===== config.mk =====
export PLATFORM = sky130hd
export DESIGN_NAME = chkx_top
export DESIGN_NICKNAME = d
export VERILOG_FILES = /design/src/rtl/chkx_pkg.sv /design/src/rtl/chkx_rom.sv /design/src/rtl/chkx_ctrl.sv /design/src/rtl/chkx_judge.sv /design/src/rtl/chkx_top.sv
export SDC_FILE = /design/constraint.sdc
export NUM_CORES = 1
export LEC_CHECK = 0
export ABC_AREA = 1
export CAP_MARGIN = 10
export CORE_MARGIN = 5
export CORE_UTILIZATION = 44
export DETAILED_ROUTE_END_ITERATION = 8
export PLACE_DENSITY = 0.67
export SETUP_SLACK_MARGIN = 0.1
export SYNTH_ARGS = -nofsm -noshare
export SYNTH_HDL_FRONTEND = slang
export SYNTH_SLANG_ARGS = --single-unit
export TNS_END_PERCENT = 1

===== constraint.sdc =====
create_clock -name clk -period 6.5 [get_ports clk]
set_input_delay 1.3 -clock clk [delete_from_list [all_inputs] [get_ports clk]]
set_output_delay 1.3 -clock clk [all_outputs]
set_load 0.01 [all_outputs]

===== src/rtl/chkx_pkg.sv =====
package chkx_pkg;

  localparam int SYM_W    = 2;
  localparam int ST_W     = 3;
  localparam int SYNC_LEN = 5;
  localparam int PERM_LEN = 8;
  localparam int CELL_LEN = 43;
  localparam int SEQ_LEN  = SYNC_LEN + PERM_LEN + CELL_LEN;
  localparam int IDX_W    = $clog2(SEQ_LEN);

  localparam logic [SYM_W-1:0] PERM_SYM = 2'd2;
  localparam logic [ST_W-1:0]  SYNC_ST  = 3'd1;  // state B

  typedef enum logic [1:0] {
    PH_IDLE = 2'd0,
    PH_SYNC = 2'd1,
    PH_PERM = 2'd2,
    PH_CELL = 2'd3
  } phase_e;

  // Specified machine: states A..F are 0..5.
  function automatic logic [ST_W-1:0] spec_next(input logic [ST_W-1:0] s,
                                                input logic [SYM_W-1:0] x);
    logic [ST_W-1:0] n;
    n = s;
    case ({s, x})
      {3'd0, 2'd0}: n = 3'd1;
      {3'd0, 2'd1}: n = 3'd4;
      {3'd0, 2'd2}: n = 3'd1;
      {3'd1, 2'd0}: n = 3'd5;
      {3'd1, 2'd1}: n = 3'd4;
      {3'd1, 2'd2}: n = 3'd2;
      {3'd2, 2'd0}: n = 3'd1;
      {3'd2, 2'd1}: n = 3'd3;
      {3'd2, 2'd2}: n = 3'd3;
      {3'd3, 2'd0}: n = 3'd1;
      {3'd3, 2'd1}: n = 3'd0;
      {3'd3, 2'd2}: n = 3'd5;
      {3'd4, 2'd0}: n = 3'd4;
      {3'd4, 2'd1}: n = 3'd1;
      {3'd4, 2'd2}: n = 3'd0;
      {3'd5, 2'd0}: n = 3'd2;
      {3'd5, 2'd1}: n = 3'd1;
      {3'd5, 2'd2}: n = 3'd4;
      default:      n = s;
    endcase
    return n;
  endfunction

  function automatic logic [SYM_W-1:0] spec_out(input logic [ST_W-1:0] s,
                                                input logic [SYM_W-1:0] x);
    logic [SYM_W-1:0] o;
    o = '0;
    case ({s, x})
      {3'd1, 2'd0}: o = 2'd1;
      {3'd1, 2'd2}: o = 2'd2;
      {3'd2, 2'd2}: o = 2'd2;
      {3'd3, 2'd1}: o = 2'd1;
      {3'd3, 2'd2}: o = 2'd1;
      {3'd4, 2'd0}: o = 2'd1;
      {3'd4, 2'd1}: o = 2'd1;
      {3'd5, 2'd0}: o = 2'd1;
      {3'd5, 2'd2}: o = 2'd2;
      default:      o = '0;
    endcase
    return o;
  endfunction

  // Stimulus symbol at a given index of the experiment.
  function automatic logic [SYM_W-1:0] seq_sym(input int i);
    int c;
    c = i - SYNC_LEN - PERM_LEN;
    if (i < SYNC_LEN) return ((i % 2) == 0) ? 2'd1 : 2'd0;
    if (c < 0) return PERM_SYM;
    case (c)
      0, 6, 10, 18, 24, 27:  return 2'd0;  // forcing symbol 0
      3, 13, 21, 33, 37, 40: return 2'd1;  // forcing symbol 1
      default:               return PERM_SYM;
    endcase
  endfunction

  // Fault-free response at a given index; zero during synchronisation.
  function automatic logic [SYM_W-1:0] seq_exp(input int i);
    logic [ST_W-1:0] s;
    s = SYNC_ST;
    if (i < SYNC_LEN) return '0;
    for (int j = SYNC_LEN; j < i; j++) s = spec_next(s, seq_sym(j));
    return spec_out(s, seq_sym(i));
  endfunction

  function automatic phase_e phase_of(input int i);
    if (i < SYNC_LEN) return PH_SYNC;
    if (i < SYNC_LEN + PERM_LEN) return PH_PERM;
    return PH_CELL;
  endfunction

endpackage


===== src/rtl/chkx_rom.sv =====
module chkx_rom
  import chkx_pkg::*;
#(
  parameter int DEPTH  = SEQ_LEN,
  parameter int ADDR_W = IDX_W,
  parameter int DATA_W = SYM_W
) (
  input  logic              clk,
  input  logic              rst,
  input  logic [ADDR_W-1:0] addr_i,
  output logic [DATA_W-1:0] sym_o,
  output logic [DATA_W-1:0] exp_o
);

  localparam int WORD_W = 2 * DATA_W;

  logic [WORD_W-1:0] rom_w [DEPTH];

  for (genvar g = 0; g < DEPTH; g++) begin : g_word
    assign rom_w[g] = {DATA_W'(seq_sym(g)), DATA_W'(seq_exp(g))};
  end

  always_ff @(posedge clk) begin
    if (rst) begin
      sym_o <= '0;
      exp_o <= '0;
    end else begin
      {sym_o, exp_o} <= rom_w[addr_i];
    end
  end

endmodule


===== src/rtl/chkx_ctrl.sv =====
module chkx_ctrl
  import chkx_pkg::*;
#(
  parameter int DEPTH  = SEQ_LEN,
  parameter int ADDR_W = IDX_W
) (
  input  logic              clk,
  input  logic              rst,
  input  logic              start_i,
  input  logic              stop_i,
  output logic [ADDR_W-1:0] rd_addr_o,
  output logic [ADDR_W-1:0] idx_o,
  output logic              busy_o,
  output logic              done_o,
  output logic              pass_o,
  output phase_e            phase_o
);

  localparam logic [ADDR_W-1:0] LAST = ADDR_W'(DEPTH - 1);

  logic [ADDR_W-1:0] idx_q;
  logic              busy_q, done_q, pass_q;
  phase_e            phase_q;
  logic              end_w;

  assign end_w = busy_q && (stop_i || (idx_q == LAST));

  always_comb begin
    rd_addr_o = '0;
    if (busy_q && !end_w) rd_addr_o = idx_q + 1'b1;
  end

  always_ff @(posedge clk) begin
    if (rst) begin
      idx_q   <= '0;
      busy_q  <= 1'b0;
      done_q  <= 1'b0;
      pass_q  <= 1'b0;
      phase_q <= PH_IDLE;
    end else begin
      done_q <= 1'b0;
      if (!busy_q) begin
        if (start_i) begin
          idx_q   <= '0;
          busy_q  <= 1'b1;
          pass_q  <= 1'b0;
          phase_q <= PH_SYNC;
        end
      end else if (end_w) begin
        busy_q  <= 1'b0;
        done_q  <= 1'b1;
        pass_q  <= !stop_i;
        phase_q <= PH_IDLE;
      end else begin
        idx_q   <= idx_q + 1'b1;
        phase_q <= phase_of(int'(idx_q) + 1);
      end
    end
  end

  assign idx_o   = idx_q;
  assign busy_o  = busy_q;
  assign done_o  = done_q;
  assign pass_o  = pass_q;
  assign phase_o = phase_q;

endmodule


===== src/rtl/chkx_judge.sv =====
module chkx_judge
  import chkx_pkg::*;
#(
  parameter int ADDR_W = IDX_W,
  parameter int DATA_W = SYM_W
) (
  input  logic              clk,
  input  logic              rst,
  input  logic              clear_i,
  input  logic              busy_i,
  input  phase_e            phase_i,
  input  logic [ADDR_W-1:0] idx_i,
  input  logic [DATA_W-1:0] resp_i,
  input  logic [DATA_W-1:0] exp_i,
  output logic              mismatch_o,
  output logic              fail_o,
  output logic [ADDR_W-1:0] fail_idx_o,
  output phase_e            fail_phase_o
);

  logic compare_en;

  assign compare_en = busy_i && ((phase_i == PH_PERM) || (phase_i == PH_CELL));
  assign mismatch_o = compare_en && (resp_i != exp_i);

  always_ff @(posedge clk) begin
    if (rst || clear_i) begin
      fail_o       <= 1'b0;
      fail_idx_o   <= '0;
      fail_phase_o <= PH_IDLE;
    end else if (mismatch_o) begin
      fail_o       <= 1'b1;
      fail_idx_o   <= idx_i;
      fail_phase_o <= phase_i;
    end
  end

endmodule


===== src/rtl/chkx_top.sv =====
module chkx_top
  import chkx_pkg::*;
#(
  parameter int DEPTH  = SEQ_LEN,
  parameter int ADDR_W = IDX_W,
  parameter int DATA_W = SYM_W
) (
  input  logic              clk,
  input  logic              rst,
  input  logic              start_i,
  input  logic [DATA_W-1:0] dut_resp_i,
  output logic [DATA_W-1:0] dut_sym_o,
  output logic              dut_step_o,
  output logic              busy_o,
  output logic              done_o,
  output logic              pass_o,
  output logic              fail_o,
  output logic [ADDR_W-1:0] fail_idx_o,
  output logic [1:0]        fail_phase_o,
  output logic [1:0]        phase_o
);

  logic [ADDR_W-1:0] rd_addr, idx;
  logic [DATA_W-1:0] exp_sym;
  logic              busy, mismatch, clear;
  phase_e            phase, fail_phase;

  assign clear = start_i && !busy;

  chkx_rom #(.DEPTH(DEPTH), .ADDR_W(ADDR_W), .DATA_W(DATA_W)) u_rom (
    .clk    (clk),
    .rst    (rst),
    .addr_i (rd_addr),
    .sym_o  (dut_sym_o),
    .exp_o  (exp_sym)
  );

  chkx_ctrl #(.DEPTH(DEPTH), .ADDR_W(ADDR_W)) u_ctrl (
    .clk       (clk),
    .rst       (rst),
    .start_i   (start_i),
    .stop_i    (mismatch),
    .rd_addr_o (rd_addr),
    .idx_o     (idx),
    .busy_o    (busy),
    .done_o    (done_o),
    .pass_o    (pass_o),
    .phase_o   (phase)
  );

  chkx_judge #(.ADDR_W(ADDR_W), .DATA_W(DATA_W)) u_judge (
    .clk          (clk),
    .rst          (rst),
    .clear_i      (clear),
    .busy_i       (busy),
    .phase_i      (phase),
    .idx_i        (idx),
    .resp_i       (dut_resp_i),
    .exp_i        (exp_sym),
    .mismatch_o   (mismatch),
    .fail_o       (fail_o),
    .fail_idx_o   (fail_idx_o),
    .fail_phase_o (fail_phase)
  );

  assign dut_step_o   = busy;
  assign busy_o       = busy;
  assign phase_o      = phase;
  assign fail_phase_o = fail_phase;

endmodule


==> qor.yml <==
die_x_um: 70.3
wl_per_cell_um: 12.0
place_congestion: 0.854
syn_nets: 240
power_uw: 302
synth_edf_count: 0
synth-seq-cells: 24
drc: 0
cts-resized-gates: 0
crit_required_ns: 6.76
placed_area_mm2: 0.00180
root_buffer: "clkbuf_4"
min_period_over_period_pct: 50.3
finalCriticalPeriod_ns: 3.27
grt_pass1_wl_mm: 5.98
via_per_inst: 4.95
holdWs_ns: 0.477
synth_most_common_cell: "nand2_1"
clkLatencyLatePin_ns: 0.33
synth_area_leaders: "dfxtp_1 30%, nand2_1 15%, ha_1 7.0%, a21oi_1 5.9%, nor2_1 5.2%"
numCtsBuffers: 3
die_h_um: 70.3
peakVddDrop_v: 0.0000826
ys.flop_type: "dfxtp_1"
wl_mm: 3.52
start_util_pct: 44.7
power_density_mw_per_mm2: 163
syn_area_per_cell_um2: 7.08
cp_max_fo: 9
synth_cells: 226
via_count: 1446
status: "finished clean"
syn_area_mm2: 0.00160
cap_violations: 0
post-cts-setup-buffers: 0
drt_iter0_markers: 98
yosys.area.top_type: "dfxtp_1"
die_area_mm2: 0.00494
critPathArrivalTime_ns: 3.53
ys_seq_area_share_pct: 30.0
fmax_mhz: 306
rsz0062_at_grt: "no"
antenna_found_initial: 0
worst_slew_pin_slew_ns: 0.577
portBuffers: 21
final_area_mm2: 0.00185
ant_nets: 0
slew_viol_final: 0
cts_tree: "yes"
hold_buffers: 0
gr-total-overflow: 0
synth_cell_types: 29
final_net_count: 259
post-route-util_pct: 51.8
h-tree-depth: 1
syn_to_final_growth_pct: 15.8
yosysWarnings: 0
io_pins: 22
cts_max_path_buffers: 2
cp-start-kind: "primary input"
grt_pass1_vias: 1298
setup-violations-final: 0
critPathKind: "in -> reg"
worst_clock_skew_ns: 0.0211
drive_gt1_share_pct: 13.1
finalHoldViolCount: 0
path_clk_slew_ns: 0.16
ys_async_sr_fraction_pct: 0
clkSinkCount: 24
hold_path_class: "reg -> reg"
grt_max_degree: 15
hpwl_mm: 2.64
synthDominantCellAreaShare_pct: 30.0
cellLeakagePower_nw: 0.797
rows: 22
grt_util_all_layers_pct: 14.9
core_mm2: 0.00358
setup_tns_ns: 0
dr.pass1.iters: 4
relSlewSlack_pct: 61.5
cp-end-kind: "flop"
antenna_cells: 0
yosys-top-cells-count: "64 x nand2_1, 24 x dfxtp_1, 22 x nor2_1"
cells by family (layout without fill, tap and decap cells):
family	count (synthesis)	in the layout	share of synthesized area (%)
adders and majority gates	9	9	7.04
AOI/OAI and AO/OA	34	34	11.6
buffers and inverters	35	53	11.1
and+or+nand+nor	124	124	40.2
DFF	24	24	30.0
sequential cells by signal, summed over array words and instances (netlist names):
register              count
u_ctrl.idx_o              6
u_rom.exp_o               2
u_ctrl.busy_o             1
u_ctrl.done_o             1
u_rom.sym_o               2
u_ctrl.phase_o            2
u_ctrl.pass_o             1
u_judge.fail_idx_o        6
u_judge.fail_phase_o      2
u_judge.fail_o            1
cells in the final DEF (no fill, tap or decap), types with 4 or more instances in the layout:
| cell type | netlist | layout |
|---|---|---|
| o21ai_1 | 7 | 7 |
| a21oi_1 | 19 | 19 |
| ha_1 | 9 | 9 |
| dfxtp_1 | 24 | 24 |
| clkdlybuf4s50_1 | 0 | 21 |
| a211oi_1 | 4 | 4 |
| inv_1 | 21 | 21 |
| inv_2 | 6 | 6 |
| nand3_1 | 15 | 15 |
| nand2_1 | 64 | 64 |
| nand2_2 | 5 | 5 |
| nor2_1 | 22 | 22 |
stage by stage:
stage	cells	worst slack, ns
after floorplan	226	3.61
after global placement	288	2.92
after detailed placement	288	2.91
after CTS	292	3.23
after global routing	292	2.99
final	292	3.23
layout make-up:
type	instances	area [um2]
Inverter	28	108
Clock inverter	1	30.0
Sequential cell	24	480
Multi-Input combinational cell	167	942
Clock buffer	3	22.5
Timing Repair Buffer	21	210
Tap cell	48	60.1
Fill cell	338	1730
worst max-delay path, cell delays in order:
cell             delay (ns)
clkdlybuf4s50_1        0.47
nand2_1                0.06
nand2_1                0.07
nand2_1                0.08
nand2_4                0.14
nand3_1                0.11
nor2_1                 0.33
inv_1                  0.19
ha_1                   0.28
nand2_1                0.09
o21ai_0                0.09
nand2_1                0.08
nand2_1                0.05
nor2_1                 0.14
nor2_2                 0.04
path summary, 6_finish.rpt:
| check | start | to | slack, ns | cells past startpoint |
|---|---|---|---|---|
| setup / recovery | dut_resp_i[0] | u_rom.sym_o[0]$_SDFF_PP0_ | 3.23 | 15 |
| setup reg to reg | u_ctrl.idx_o[0]$_SDFFE_PP0P_ | u_rom.exp_o[1]$_SDFF_PP0_ | 3.94 | 15 |
| hold reg to reg | u_judge.fail_phase_o[0]$_SDFFE_PP0P_ | u_judge.fail_phase_o[0]$_SDFFE_PP0P_ | 0.48 | 2 |
| hold / removal | u_judge.fail_phase_o[0]$_SDFFE_PP0P_ | u_judge.fail_phase_o[0]$_SDFFE_PP0P_ | 0.48 | 2 |
power by group:
part | total [mW] | switching, mW | leakage [nW] | internal [mW]
Sequential | 0.154 | 0.00400 | 0.195 | 0.150
Combinational | 0.0361 | 0.0212 | 0.574 | 0.0149
Clock | 0.112 | 0.0496 | 0.0279 | 0.0624
Total | 0.302 | 0.0748 | 0.797 | 0.227
routing by layer:
layer | vias to the layer above | part of all wire (%) | GRT usage, %
li1 | 765 | - | -
met1 | 629 | 49 | 20.8
met2 | 43 | 43 | 22.1
met3 | 9 | 5.2 | 2.59
met4 | 0 | 2.3 | 6.38
met5 | - | 0 | 0
No activity file was read; power rests on OpenSTA's default activity.
